### src/rtl/dcoal_pkg.sv
package dcoal_pkg;
  localparam int UW = 14;

  typedef enum logic [1:0] {
    ST_IDLE  = 2'd0,
    ST_COAL  = 2'd1,
    ST_BURST = 2'd2
  } st_e;

  typedef enum logic [1:0] {
    CZ_NONE  = 2'd0,
    CZ_WMARK = 2'd1,
    CZ_TIMER = 2'd2
  } cause_e;

  // Timer code to microsecond limit; codes above 12 clamp to the maximum.
  function automatic logic [UW-1:0] code_to_us(input logic [3:0] code);
    logic [UW-1:0] v;
    if (code == 4'd0)       v = '0;
    else if (code == 4'd1)  v = UW'(250);
    else if (code == 4'd2)  v = UW'(500);
    else if (code > 4'd12)  v = UW'(10000);
    else                    v = (UW'(code) - UW'(2)) * UW'(1000);
    return v;
  endfunction
endpackage

### src/rtl/dcoal_timer.sv
module dcoal_timer #(
  parameter int CLK_PER_US = 250,
  parameter int UW = 14
) (
  input  logic          clk,
  input  logic          rst_n,
  input  logic          run,
  input  logic [UW-1:0] limit_us,
  output logic          expire
);
  localparam int PW = $clog2(CLK_PER_US + 1);
  localparam logic [PW-1:0] PRE_LAST = PW'(CLK_PER_US - 1);

  logic [PW-1:0] pre_q;
  logic [UW-1:0] us_q;

  always_ff @(posedge clk) begin
    if (!rst_n || !run) begin
      pre_q <= '0;
      us_q  <= '0;
    end else if (pre_q == PRE_LAST) begin
      pre_q <= '0;
      us_q  <= us_q + UW'(1);
    end else begin
      pre_q <= pre_q + PW'(1);
    end
  end

  assign expire = run && (pre_q == PRE_LAST) && (us_q == limit_us - UW'(1));
endmodule

### src/rtl/dcoal_level.sv
module dcoal_level #(
  parameter int NP = 4,
  parameter int BW = 16
) (
  input  logic [NP*BW-1:0]          levels,
  input  logic [BW+$clog2(NP)-1:0]  wmark,
  output logic                      all_empty,
  output logic                      wm_hit
);
  localparam int SW = BW + $clog2(NP);

  logic [SW-1:0] total;

  always_comb begin
    total = '0;
    for (int p = 0; p < NP; p++) begin
      total = total + SW'(levels[p*BW +: BW]);
    end
  end

  assign all_empty = (total == '0);
  assign wm_hit    = !all_empty && (total >= wmark);
endmodule

### src/rtl/dcoal_fsm.sv
module dcoal_fsm
  import dcoal_pkg::*;
(
  input  logic   clk,
  input  logic   rst_n,
  input  logic   en,
  input  logic   all_empty,
  input  logic   wm_hit,
  input  logic   tmr_expire,
  output st_e    state,
  output cause_e cause
);
  always_ff @(posedge clk) begin
    if (!rst_n) begin
      state <= ST_IDLE;
      cause <= CZ_NONE;
    end else if (!en) begin
      state <= ST_IDLE;
    end else begin
      unique case (state)
        ST_IDLE: begin
          if (wm_hit) begin
            state <= ST_BURST;
            cause <= CZ_WMARK;
          end else if (!all_empty) begin
            state <= ST_COAL;
          end
        end
        ST_COAL: begin
          if (wm_hit) begin
            state <= ST_BURST;
            cause <= CZ_WMARK;
          end else if (tmr_expire) begin
            state <= ST_BURST;
            cause <= CZ_TIMER;
          end
        end
        ST_BURST: begin
          if (all_empty) state <= ST_IDLE;
        end
        default: state <= ST_IDLE;
      endcase
    end
  end
endmodule

### src/rtl/dcoal_itr.sv
module dcoal_itr #(
  parameter int GW = 16
) (
  input  logic          clk,
  input  logic          rst_n,
  input  logic          fire,
  input  logic [GW-1:0] gap,
  output logic          open
);
  logic [GW-1:0] hold_q;

  always_ff @(posedge clk) begin
    if (!rst_n)                       hold_q <= '0;
    else if (fire && gap != '0)       hold_q <= gap;
    else if (hold_q != '0)            hold_q <= hold_q - GW'(1);
  end

  assign open = (hold_q == '0);
endmodule

### src/rtl/dcoal_ctrl.sv
module dcoal_ctrl
  import dcoal_pkg::*;
#(
  parameter int NP = 4,
  parameter int BW = 16,
  parameter int GW = 16,
  parameter int CLK_PER_US = 250
) (
  input  logic                     clk,
  input  logic                     rst_n,
  input  logic                     cfg_we,
  input  logic [3:0]               cfg_timer_code,
  input  logic [BW+$clog2(NP)-1:0] cfg_watermark,
  input  logic [GW-1:0]            cfg_itr_gap,
  input  logic                     cfg_mod_en,
  input  logic [NP*BW-1:0]         buf_level,
  input  logic [NP-1:0]            dma_req,
  output logic [NP-1:0]            dma_gnt,
  input  logic [NP-1:0]            irq_req,
  output logic [NP-1:0]            irq_out,
  output logic [1:0]               stat_state,
  output logic [1:0]               stat_cause
);
  localparam int SW = BW + $clog2(NP);

  logic [3:0]    code_r;
  logic [SW-1:0] wmark_r;
  logic [GW-1:0] itr_gap_r;
  logic          mod_en_r;

  always_ff @(posedge clk) begin
    if (!rst_n) begin
      code_r    <= '0;
      wmark_r   <= '0;
      itr_gap_r <= '0;
      mod_en_r  <= 1'b0;
    end else if (cfg_we) begin
      code_r    <= cfg_timer_code;
      wmark_r   <= cfg_watermark;
      itr_gap_r <= cfg_itr_gap;
      mod_en_r  <= cfg_mod_en;
    end
  end

  logic          coal_en;
  logic [UW-1:0] limit_us;
  assign coal_en  = (code_r != 4'd0) && mod_en_r;
  assign limit_us = code_to_us(code_r);

  logic   lvl_empty, lvl_wm_hit, tmr_expire, itr_open, in_burst;
  st_e    fsm_state;
  cause_e fsm_cause;

  dcoal_level #(.NP(NP), .BW(BW)) u_level (
    .levels(buf_level), .wmark(wmark_r),
    .all_empty(lvl_empty), .wm_hit(lvl_wm_hit)
  );

  dcoal_timer #(.CLK_PER_US(CLK_PER_US), .UW(UW)) u_timer (
    .clk(clk), .rst_n(rst_n),
    .run(coal_en && fsm_state == ST_COAL),
    .limit_us(limit_us), .expire(tmr_expire)
  );

  dcoal_fsm u_fsm (
    .clk(clk), .rst_n(rst_n), .en(coal_en),
    .all_empty(lvl_empty), .wm_hit(lvl_wm_hit), .tmr_expire(tmr_expire),
    .state(fsm_state), .cause(fsm_cause)
  );

  dcoal_itr #(.GW(GW)) u_itr (
    .clk(clk), .rst_n(rst_n), .fire(|irq_out),
    .gap(itr_gap_r), .open(itr_open)
  );

  assign in_burst = (fsm_state == ST_BURST);

  for (genvar p = 0; p < NP; p++) begin : g_port
    assign dma_gnt[p] = coal_en ? (dma_req[p] & in_burst) : dma_req[p];
    assign irq_out[p] = coal_en ? (irq_req[p] & in_burst & itr_open) : irq_req[p];
  end

  assign stat_state = fsm_state;
  assign stat_cause = fsm_cause;
endmodule

### config.mk
export PLATFORM = sky130hd
export DESIGN_NAME = dcoal_ctrl
export DESIGN_NICKNAME = d
export VERILOG_FILES = /design/src/rtl/dcoal_pkg.sv /design/src/rtl/dcoal_timer.sv /design/src/rtl/dcoal_level.sv /design/src/rtl/dcoal_fsm.sv /design/src/rtl/dcoal_itr.sv /design/src/rtl/dcoal_ctrl.sv
export SDC_FILE = /design/constraint.sdc
export NUM_CORES = 1
export LEC_CHECK = 0
export ABC_AREA = 1
export BUFFER_PORTS_ARGS = -buffer_cell sky130_fd_sc_hd__buf_2
export CAP_MARGIN = 20
export CORE_UTILIZATION = 41
export DETAILED_ROUTE_END_ITERATION = 10
export PLACE_DENSITY_LB_ADDON = 0.1
export SYNTH_ARGS = -nofsm -noshare
export SYNTH_HDL_FRONTEND = slang
export SYNTH_SLANG_ARGS = --single-unit
### constraint.sdc
create_clock -name clk -period 11.8 [get_ports clk]
set_input_delay 1.18 -clock clk [delete_from_list [all_inputs] [get_ports clk]]
set_output_delay 1.18 -clock clk [all_outputs]
set_load 0.02 [all_outputs]
==> flow_metrics.py, run 1 <==
metrics = {
    "clock_network": {
        "cts_tree": "built",
        "cts_sinks": 81,
        "htree_levels": 3,
        "ctsResizeCount": 0,
        "numCtsBuffers": 9,
        "cts_setup_buffers": 0,
        "clock-root-buffer": "clkbuf_16",
        "clkSlewWorstSetupHoldPaths_ns": 0.06,
        "cts_hold_repair.buffers": 0,
        "clock_latency_ns": 0.35,
        "clockBufferDepth": 2,
    },
    "sta": {
        "finalHoldViolCount": 0,
        "tightest_slew_ns": 0.900,
        "setup_ws_ns": 5.61,
        "setup_viol_count_final": 0,
        "slew_violations": 0,
        "slew-limit-headroom_pct": 39.8,
        "period_share_pct": 52.4,
        "layout_min_cycle_time_ns": 6.19,
        "clock_skew_ns": 0.0107,
        "setup_tns_ns": 0,
        "rsz0062_at_grt": "no",
        "fmax_mhz": 162,
    },
    "worst_setup_path": {
        "rr_worst_depth": 27,
        "slowest_stage": "fa_1",
        "crit_start": "buf_level[0]",
        "worstSetupPathType": "input pin to register",
        "crit_fanout": 6,
        "crit_path_end": "u_fsm.cause[0]$_SDFFE_PN0P_",
        "cp.depth": 36,
        "r2r-start": "code_r[1]$_SDFFE_PN0P_",
        "critPathMostFrequentCell": "nand2_1",
        "start_kind": "input pin",
        "rrSetupSlack_ns": 6.37,
        "r2r_end": "u_fsm.cause[0]$_SDFFE_PN0P_",
        "crit_buf_inv": 3,
        "required_ns": 12.00,
        "slowest_delay_ns": 0.48,
        "crit_arrival_ns": 6.38,
        "crit_path_end_kind": "register",
        "path_delay_family": "simple AND/OR/NAND/NOR gates",
    },
    "floorplan": {
        "rows": 49,
        "core_region_area_um2": 18100,
        "io_pins": 126,
        "fp.dieH_um": 139,
        "dieArea_um2": 19200,
        "die_w_um": 139,
        "initial_utilization_pct": 42.2,
    },
    "yosys": {
        "synth_cells": 1115,
        "synth-seq-cells": 81,
        "synth_area_um2": 7660,
        "synth_largest_area_cell": "dfxtp_1",
        "synth_cell_types": 50,
        "synth_area_leaders": "dfxtp_1, ha_1, inv_1, nand2_1, fa_1",
        "synthFlopType": "dfxtp_1",
        "synth_nets": 1339,
        "ys_async_sr_fraction_pct": 0,
        "synth_edf_count": 0,
        "ys_seq_area_share_pct": 21.2,
        "yosysTopAreaCellShare_pct": 21.2,
        "ys_warn_count": 0,
        "syn_avg_cell_area_um2": 6.87,
    },
    "finish": {
        "n_antenna_cell": 0,
        "area_growth_syn_to_layout_pct": 15.2,
        "layout_common_cells": "inv_1, nand2_1, buf_2, nor2_1, a21oi_1",
        "mostFrequentLayoutCell": "inv_1",
        "nNetsFinal": 1459,
        "drive_gt1_share_pct": 14.5,
        "utilization_pct": 48.6,
        "fillers": 1911,
    },
    "power_and_ir_drop": {
        "vdd.ir_drop.worst_v": 0.0000817,
        "seq_power_share_pct": 18.0,
        "combPwrFrac_pct": 64.1,
        "leakage_nw": 4.50,
        "p_sw_share_pct": 46.7,
        "power_density_nw_per_um2": 192,
        "switchingPower_mw": 0.789,
        "clkPwrFrac_pct": 17.9,
        "p_int_mw": 0.901,
    },
    "global_route": {
        "grt_usage_pct": 19.2,
        "antenna_found_initial": 1,
        "grt_max_degree": 50,
        "grt_pass1_wl_mm": 30.5,
        "grt_pass1_vias": 6901,
        "overflow": 0,
    },
    "job": {
        "drv_cap": 0,
    },
    "routing": {
        "drc": 2,
        "firstDrtPassIters": 10,
        "vias": 7034,
        "wirelength_mm": 17.4,
        "routed_via_density": 4.79,
        "antenna_left": 0,
        "drt-initial-drc-count": 321,
        "wl_per_cell_um": 11.8,
    },
    "min_path": {
        "holdCritPathClass": "register to register",
        "min_from": "wmark_r[12]$_SDFFE_PN0P_",
        "whs_path_depth": 2,
    },
    "run_status": {
        "violations": "DRC",
        "outcome": "finished with violations",
    },
    "placement": {
        "io_buffers": 125,
        "hpwlAfterDp_mm": 14.4,
        "globalplace.congestion": 0.828,
        "preCtsSetupSlack_ns": 5.32,
    },
}
[worst min-delay path by stage]
stage                                  end
2_1_floorplan  u_timer.pre_q[0]$_SDFF_PP0_
5_1_grt           wmark_r[12]$_SDFFE_PN0P_
4_1_cts           wmark_r[12]$_SDFFE_PN0P_
3_5_place_dp   u_timer.pre_q[0]$_SDFF_PP0_
6_report          wmark_r[12]$_SDFFE_PN0P_
3_3_place_gp   u_timer.pre_q[0]$_SDFF_PP0_
[kinds of logic after synthesis]
logic type | Yosys count | share of synthesized area [%]
fa+ha+maj | 110 | 20.8
compound gates | 188 | 13.4
buf+inv | 227 | 11.3
simple gates | 450 | 26.3
xor+xnor | 59 | 7.02
flops | 81 | 21.2
[flip-flops by register name (all words and copies together), names as in the netlist]
signal / flops
u_itr.hold_q: 16
u_fsm.state: 2
wmark_r: 18
u_timer.us_q: 14
code_r: 4
u_timer.pre_q: 8
itr_gap_r: 16
mod_en_r: 1
u_fsm.cause: 2
[area by class of cell]
type                    count  area, um^2  share of cell area [%]
clock buffers              10         229                    2.59
clock inverters             6        90.1                    1.02
inverters                 210         788                    8.93
multi-input cells         807        5180                    58.7
flip-flops and latches     81        1620                    18.4
well taps                 229         287                    3.25
repair buffers            126         633                    7.17
[synthesized netlist by cell type, types with 3 or more instances]
master / count
nor2_4: 5
nand4_1: 15
o21ai_0: 62
o21bai_1: 3
nor3_1: 15
o21ai_1: 6
nor4_1: 13
nand2_4: 3
xor2_1: 38
a21oi_1: 94
fa_1: 29
clkbuf_1: 13
nor2_1: 116
dfxtp_1: 81
nand3b_1: 6
xnor2_1: 19
a21o_1: 3
inv_2: 7
inv_1: 202
nand2_1: 198
nand3_2: 3
a31oi_1: 3
nand3_1: 57
nand2_2: 11
ha_1: 81
[worst reg2reg max path: stages (launching register included)]
cell and delay (ns):
dfxtp_1 0.41, inv_1 0.15, ha_1 0.29, xor2_1 0.50
ha_1 0.33, inv_1 0.07, fa_1 0.43, fa_1 0.54
inv_1 0.05, fa_1 0.45, ha_1 0.38, nand2_1 0.11
nor2_1 0.09, nand2_1 0.07, nand3_1 0.07, nand2_1 0.05
nand3_1 0.18, nand2_1 0.08, nor2_1 0.12, nand3_1 0.09
nand2_1 0.08, nand3_1 0.06, a21oi_1 0.18, nand3_1 0.16
nand2_2 0.12, nand3_2 0.08, nand2_1 0.07, a21oi_1 0.06
[power by group through the flow]
stage | sequential, mW | clock (mW) | combinational (mW)
2_1_floorplan | 0.308 | 0 | 0.872
3_3_place_gp | 0.309 | 0 | 1.08
3_5_place_dp | 0.309 | 0 | 1.09
4_1_cts | 0.303 | 0.314 | 1.10
5_1_grt | 0.305 | 0.323 | 1.28
6_report | 0.303 | 0.303 | 1.08
[through the flow]
stage | cell area [um^2] | std cells | total power, mW | hold WS [ns]
finish | 8820 | 1469 | 1.69 | 0.464
detailed placement | 8510 | 1453 | 1.40 | 0.455
floorplan | 7660 | 1115 | 1.18 | 0.433
global route | 8820 | 1469 | 1.91 | 0.492
global placement | 8510 | 1453 | 1.39 | 0.451
CTS | 8820 | 1469 | 1.72 | 0.469
[per-layer routing]
| layer | GRT usage (%) | part of all wire [%] | vias to the layer above |
|---|---|---|---|
| li1 | - | - | 3817 |
| met4 | 5.56 | 1.7 | 2 |
| met3 | 2.97 | 3.1 | 23 |
| met1 | 24.4 | 49 | 3078 |
| met2 | 33.5 | 47 | 114 |
| met5 | 0 | 0.075 | - |
No activity file was read; power rests on OpenSTA's default activity.
==> run 2, diff against run 1 <==
==> constraint.sdc (replaced) <==
create_clock -name clk -period 5.45 [get_ports clk]
set_input_delay 0.545 -clock clk [delete_from_list [all_inputs] [get_ports clk]]
set_output_delay 0.545 -clock clk [all_outputs]
set_load 0.02 [all_outputs]
==> flow_metrics.py, run 2 (same netlist as run 1, synthesis figures left out) <==
metrics = {
    "run_status": {
        "outcome": "finished with violations",
        "violations": "DRC",
    },
    "worst_setup_path": {
        "crit_arrival_ns": 5.26,
        "r2r-start": "code_r[1]$_SDFFE_PN0P_",
        "rr_worst_depth": 27,
        "slowest_stage": "fa_1",
        "r2r_end": "u_fsm.cause[0]$_SDFFE_PN0P_",
        "worstSetupPathType": "input pin to register",
        "crit_fanout": 4,
        "rrSetupSlack_ns": 0.56,
        "required_ns": 5.66,
        "start_kind": "input pin",
        "slowest_delay_ns": 0.48,
        "crit_path_end_kind": "register",
        "crit_start": "buf_level[16]",
    },
    "sta": {
        "finalHoldViolCount": 0,
        "fmax_mhz": 198,
        "tightest_slew_ns": 0.908,
        "setup_tns_ns": 0,
        "slew_violations": 0,
        "setup_viol_count_final": 0,
        "slew-limit-headroom_pct": 39.3,
        "layout_min_cycle_time_ns": 5.05,
        "clock_skew_ns": 0.00954,
        "setup_ws_ns": 0.396,
        "period_share_pct": 92.7,
    },
    "job": {
        "drv_cap": 0,
    },
    "floorplan": {
        "io_pins": 126,
        "dieArea_um2": 19200,
        "initial_utilization_pct": 42.2,
        "die_w_um": 139,
        "core_region_area_um2": 18100,
        "fp.dieH_um": 139,
        "rows": 49,
    },
    "power_and_ir_drop": {
        "vdd.ir_drop.worst_v": 0.000195,
        "combPwrFrac_pct": 67.2,
        "clkPwrFrac_pct": 15.8,
        "power_density_nw_per_um2": 418,
        "switchingPower_mw": 1.82,
        "p_int_mw": 2.05,
        "seq_power_share_pct": 17.0,
        "p_sw_share_pct": 47.1,
        "leakage_nw": 4.65,
    },
    "placement": {
        "globalplace.congestion": 0.860,
        "hpwlAfterDp_mm": 14.5,
        "preCtsSetupSlack_ns": -0.209,
        "io_buffers": 125,
    },
    "clock_network": {
        "htree_levels": 3,
        "clock-root-buffer": "clkbuf_16",
        "clockBufferDepth": 2,
        "cts_tree": "built",
        "numCtsBuffers": 9,
        "cts_sinks": 81,
        "clock_latency_ns": 0.35,
        "clkSlewWorstSetupHoldPaths_ns": 0.06,
    },
    "routing": {
        "routed_via_density": 4.76,
        "met2_length_mm": 8.42,
        "firstDrtPassIters": 7,
        "routed.top_layer": "met4",
        "dr_wl_met3_um": 503,
        "drt-initial-drc-count": 304,
        "wl_met1_mm": 8.72,
        "wl_per_cell_um": 11.9,
        "wirelength_mm": 17.8,
        "antenna_left": 0,
        "vias": 7105,
        "drc": 2,
    },
    "global_route": {
        "grt_pass1_wl_mm": 31.3,
        "grt_usage_pct": 19.6,
        "grt_pass1_vias": 7031,
        "overflow": 0,
        "grt_max_degree": 50,
        "antenna_found_initial": 0,
    },
    "min_path": {
        "holdCritPathClass": "input pin to register",
        "whs_path_depth": 3,
        "whs_endpoint": "itr_gap_r[11]$_SDFFE_PN0P_",
        "min_from": "cfg_itr_gap[11]",
    },
    "finish": {
        "largest_register": "wmark_r",
        "area_growth_syn_to_layout_pct": 20.7,
        "mostFrequentLayoutCell": "inv_1",
        "largestRegisters": "wmark_r x18, itr_gap_r x16, u_itr.hold_q x16",
        "largest_reg_flops": 18,
        "n_antenna_cell": 0,
        "drive_gt1_share_pct": 19.8,
        "layout_common_cells": "inv_1, nand2_1, buf_2, nor2_1, a21oi_1",
        "fillers": 1904,
        "nNetsFinal": 1484,
    },
}
run 2: final cells by class:
type / instances / area (um^2) / area share, %
Sequential cell: 81 / 1620 / 17.5
Tap cell: 229 / 287 / 3.10
Multi-Input combinational cell: 807 / 5420 / 58.5
Inverter: 210 / 788 / 8.52
Timing Repair Buffer: 151 / 841 / 9.09
Clock buffer: 10 / 229 / 2.48
Clock inverter: 6 / 67.6 / 0.730
run 2: power by group through the flow:
| stage | combinational, mW | sequential [mW] | clock, mW |
|---|---|---|---|
| 2_1_floorplan | 1.89 | 0.667 | 0 |
| 3_3_place_gp | 2.42 | 0.669 | 0 |
| 3_5_place_dp | 2.43 | 0.670 | 0 |
| 4_1_cts | 2.45 | 0.656 | 0.634 |
| 5_1_grt | 3.04 | 0.661 | 0.653 |
| 6_report | 2.60 | 0.657 | 0.613 |
run 2: routing by layer:
| layer | track usage (%) | up-vias |
|---|---|---|
| met5 | 0 | - |
| met1 | 25.0 | 3127 |
| met4 | 3.98 | 0 |
| met2 | 34.7 | 97 |
| li1 | - | 3869 |
| met3 | 3.38 | 12 |
run 2: timing repair:
action,in CTS,in global routing
gates resized for setup,0,61
endpoints found under the setup margin,0,4
buffers inserted,0,0
hold buffers,0,0
run 2: how the worst max path moves through the flow:
stage / endpoint / cells after the start
after CTS: u_fsm.cause[0]$_SDFFE_PN0P_ / 36
after floorplan: u_fsm.cause[0]$_SDFFE_PN0P_ / 35
after detailed placement: u_fsm.cause[0]$_SDFFE_PN0P_ / 36
after global routing: u_fsm.cause[0]$_SDFFE_PN0P_ / 32
after global placement: u_fsm.cause[0]$_SDFFE_PN0P_ / 34
final: u_fsm.cause[0]$_SDFFE_PN0P_ / 33
run 2: critical path: cells and delay by family:
family,cells,cell delay [ns]
compound gates,6,0.66
xor+xnor,2,0.32
fa+ha+maj,5,1.58
buf+inv,5,0.51
simple gates,15,1.64
run 2: stage by stage:
step	hold WS [ns]	power (mW)	cell area (um^2)	cells	util, %
3_5_place_dp	0.458	3.10	8690	1478	47.9
4_1_cts	0.406	3.74	8990	1494	49.5
6_report	0.416	3.87	9250	1494	51.0
5_1_grt	0.423	4.35	9250	1494	51.0
2_1_floorplan	0.433	2.56	7660	1115	-
3_3_place_gp	0.453	3.09	8690	1478	47.9
==> run 3, diff against run 2 <==
--- a/config.mk
+++ b/config.mk
@@ -10,7 +10,9 @@
 export CAP_MARGIN = 20
 export CORE_UTILIZATION = 41
 export DETAILED_ROUTE_END_ITERATION = 10
+export GPL_TIMING_DRIVEN = 0
 export PLACE_DENSITY_LB_ADDON = 0.1
 export SYNTH_ARGS = -nofsm -noshare
 export SYNTH_HDL_FRONTEND = slang
+export SYNTH_HIERARCHICAL = 1
 export SYNTH_SLANG_ARGS = --single-unit
==> flow_metrics.py, run 3 <==
metrics = {
    "yosys": {
        "syn_avg_cell_area_um2": 6.65,
        "synth_most_common_cell": "nand2_1",
        "muxShareOfSynthArea_pct": 0,
        "synthAdderAreaFrac_pct": 20.4,
        "ys_warn_count": 6,
        "synth_cells": 1162,
        "synth_xor_area_share_pct": 4.26,
        "ys_top_cells_by_count": "nand2_1, nor2_1, inv_1",
        "synth-seq-cells": 81,
        "synth_top_family_by_area": "simple AND/OR/NAND/NOR gates",
        "synth_area_leaders": "dfxtp_1, nand2_1, fa_1, nor2_1, ha_1",
        "ys_async_sr_fraction_pct": 0,
        "synth_compound_area_share_pct": 9.14,
        "synth_cell_types": 47,
        "ys_seq_area_share_pct": 21.0,
        "yosys.area_share.simple_pct": 34.4,
        "synth_largest_area_cell": "dfxtp_1",
        "synth_edf_count": 0,
        "synth_area_um2": 7720,
        "synthFlopType": "dfxtp_1",
        "yosysTopAreaCellShare_pct": 21.0,
    },
    "clock_network": {
        "clkSlewWorstSetupHoldPaths_ns": 0.06,
        "clock-root-buffer": "clkbuf_16",
        "numCtsBuffers": 9,
        "cts_tree": "built",
        "cts_setup_buffers": 0,
        "clock_latency_ns": 0.33,
        "clockBufferDepth": 2,
        "cts_sinks": 81,
        "htree_levels": 3,
    },
    "worst_setup_path": {
        "start_kind": "register",
        "required_ns": 5.67,
        "worstSetupPathType": "register to register",
        "slowest_stage": "fa_1",
        "crit_arrival_ns": 5.21,
        "crit_fanout": 6,
        "rrSetupSlack_ns": 0.46,
        "crit_path_end_kind": "register",
        "slowest_delay_ns": 0.52,
    },
    "sta": {
        "layout_min_cycle_time_ns": 4.99,
        "clock_skew_ns": 0.00906,
        "rsz0062_at_grt": "no",
        "finalHoldViolCount": 0,
        "tightest_slew_ns": 0.620,
        "slew_violations": 0,
        "period_share_pct": 91.6,
        "setup_viol_count_final": 0,
        "slew-limit-headroom_pct": 58.7,
        "fmax_mhz": 200,
    },
    "floorplan": {
        "die_w_um": 139,
        "dieArea_um2": 19400,
        "initial_utilization_pct": 42.4,
        "core_region_area_um2": 18200,
        "io_pins": 126,
        "rows": 49,
        "fp.dieH_um": 139,
    },
    "power_and_ir_drop": {
        "p_total_mw": 3.26,
        "clkPwrFrac_pct": 17.7,
        "leakage_nw": 4.58,
        "p_int_mw": 1.76,
        "seq_power_share_pct": 20.3,
        "combPwrFrac_pct": 62.0,
        "p_sw_share_pct": 46.1,
        "switchingPower_mw": 1.50,
        "vdd.ir_drop.worst_v": 0.000174,
        "power_density_nw_per_um2": 364,
    },
    "routing": {
        "routed_via_density": 4.66,
        "wl_per_cell_um": 11.4,
        "firstDrtPassIters": 5,
        "drt-initial-drc-count": 244,
        "antenna_left": 0,
        "drc": 0,
        "wirelength_mm": 17.5,
        "vias": 7146,
    },
    "finish": {
        "drive_gt1_share_pct": 16.9,
        "nNetsFinal": 1513,
        "largest_reg_flops": 18,
        "utilization_pct": 49.2,
        "mostFrequentLayoutCell": "nand2_1",
        "largestRegisters": "wmark_r x18, itr_gap_r x16, u_itr/hold_q x16",
        "largest_register": "wmark_r",
        "area_growth_syn_to_layout_pct": 15.9,
        "layout_common_cells": "nand2_1, nor2_1, inv_1, buf_2, dfxtp_1",
    },
    "global_route": {
        "antenna_found_initial": 1,
        "grt_usage_pct": 19.2,
        "grt_max_degree": 14,
        "grt_pass1_wl_mm": 30.7,
        "overflow": 0,
        "grt_pass1_vias": 6828,
    },
    "placement": {
        "io_buffers": 124,
        "hpwlAfterDp_mm": 14.7,
        "globalplace.congestion": 0.889,
    },
    "min_path": {
        "holdCritPathClass": "input pin to register",
    },
    "job": {
        "drv_cap": 0,
    },
    "run_status": {
        "outcome": "finished, final reports clean",
    },
}
run 3: per-stage QoR:
step / hold slack (ns) / setup TNS, ns / instance area, um^2 / worst slack [ns] / std cells
finish: 0.430 / 0 / 8950 / 0.458 / 1533
global route: 0.443 / 0 / 8950 / 0.0455 / 1532
CTS: 0.421 / 0 / 8920 / 0.0640 / 1532
detailed placement: 0.476 / -0.0551 / 8640 / -0.0378 / 1516
global placement: 0.473 / -0.0417 / 8640 / -0.0298 / 1516
floorplan: 0.445 / 0 / 7730 / 0.689 / 1163
run 3: worst max-delay path: cells and delay by family, from the launching register on:
| family | cells | cell delay [ns] |
|---|---|---|
| adders and majority gates | 5 | 2.10 |
| and+or+nand+nor | 16 | 1.38 |
| buffers and inverters | 5 | 0.44 |
| DFF | 1 | 0.39 |
| AOI/OAI and AO/OA | 3 | 0.39 |
| xor gates and xnor gates | 1 | 0.17 |
run 3: path summary, 6_finish.rpt:
check                              start                          end  depth (start not counted)
min reg2reg  u_fsm/cause[1]$_SDFFE_PN0P_  u_fsm/cause[1]$_SDFFE_PN0P_                          2
max reg2reg       code_r[1]$_SDFFE_PN0P_  u_fsm/cause[0]$_SDFFE_PN0P_                         30
max               code_r[1]$_SDFFE_PN0P_  u_fsm/cause[0]$_SDFFE_PN0P_                         30
min                       cfg_itr_gap[4]    itr_gap_r[4]$_SDFFE_PN0P_                          3
run 3: layout make-up:
class                      instances  area [um^2]
fill                            1895         9250
multi-input combinational        871         5300
sequential                        81         1630
inverter                         192          726
timing repair buffer             124          621
tap                              229          287
clock buffer                      13          260
buffer                            19          109
clock inverter                     3         25.0
antenna                            1         2.50
run 3: cells by family after synthesis:
family / after synthesis
AO/OA/AOI/OAI: 131
XOR/XNOR: 35
adder cells (fa/ha/maj): 101
buffers and inverters: 211
flip-flops: 81
other: 1
AND/OR/NAND/NOR: 602
run 3: timing repair:
item                       in CTS  in global routing
resized for setup               1                  9
setup endpoints to repair       3                  4
hold buffers                    0                  0
run 3: metal layers:
| metal | global-route usage (%) | wire length, um | up-vias | share of wire, % |
|---|---|---|---|---|
| met1 | 25.5 | 8710 | 3134 | 50 |
| met2 | 32.5 | 7850 | 125 | 45 |
| met3 | 2.75 | 702 | 16 | 4.0 |
| met4 | 5.03 | 269 | 0 | 1.5 |
| li1 | - | - | 3871 | - |
| met5 | 0 | 0 | - | 0 |
run 3: power groups by stage:
stage / Combinational [mW] / Clock [mW] / Sequential [mW]
global route: 2.39 / 0.618 / 0.665
CTS: 2.02 / 0.593 / 0.660
detailed placement: 2.00 / 0 / 0.672
floorplan: 1.60 / 0 / 0.667
finish: 2.02 / 0.578 / 0.660
global placement: 1.99 / 0 / 0.672
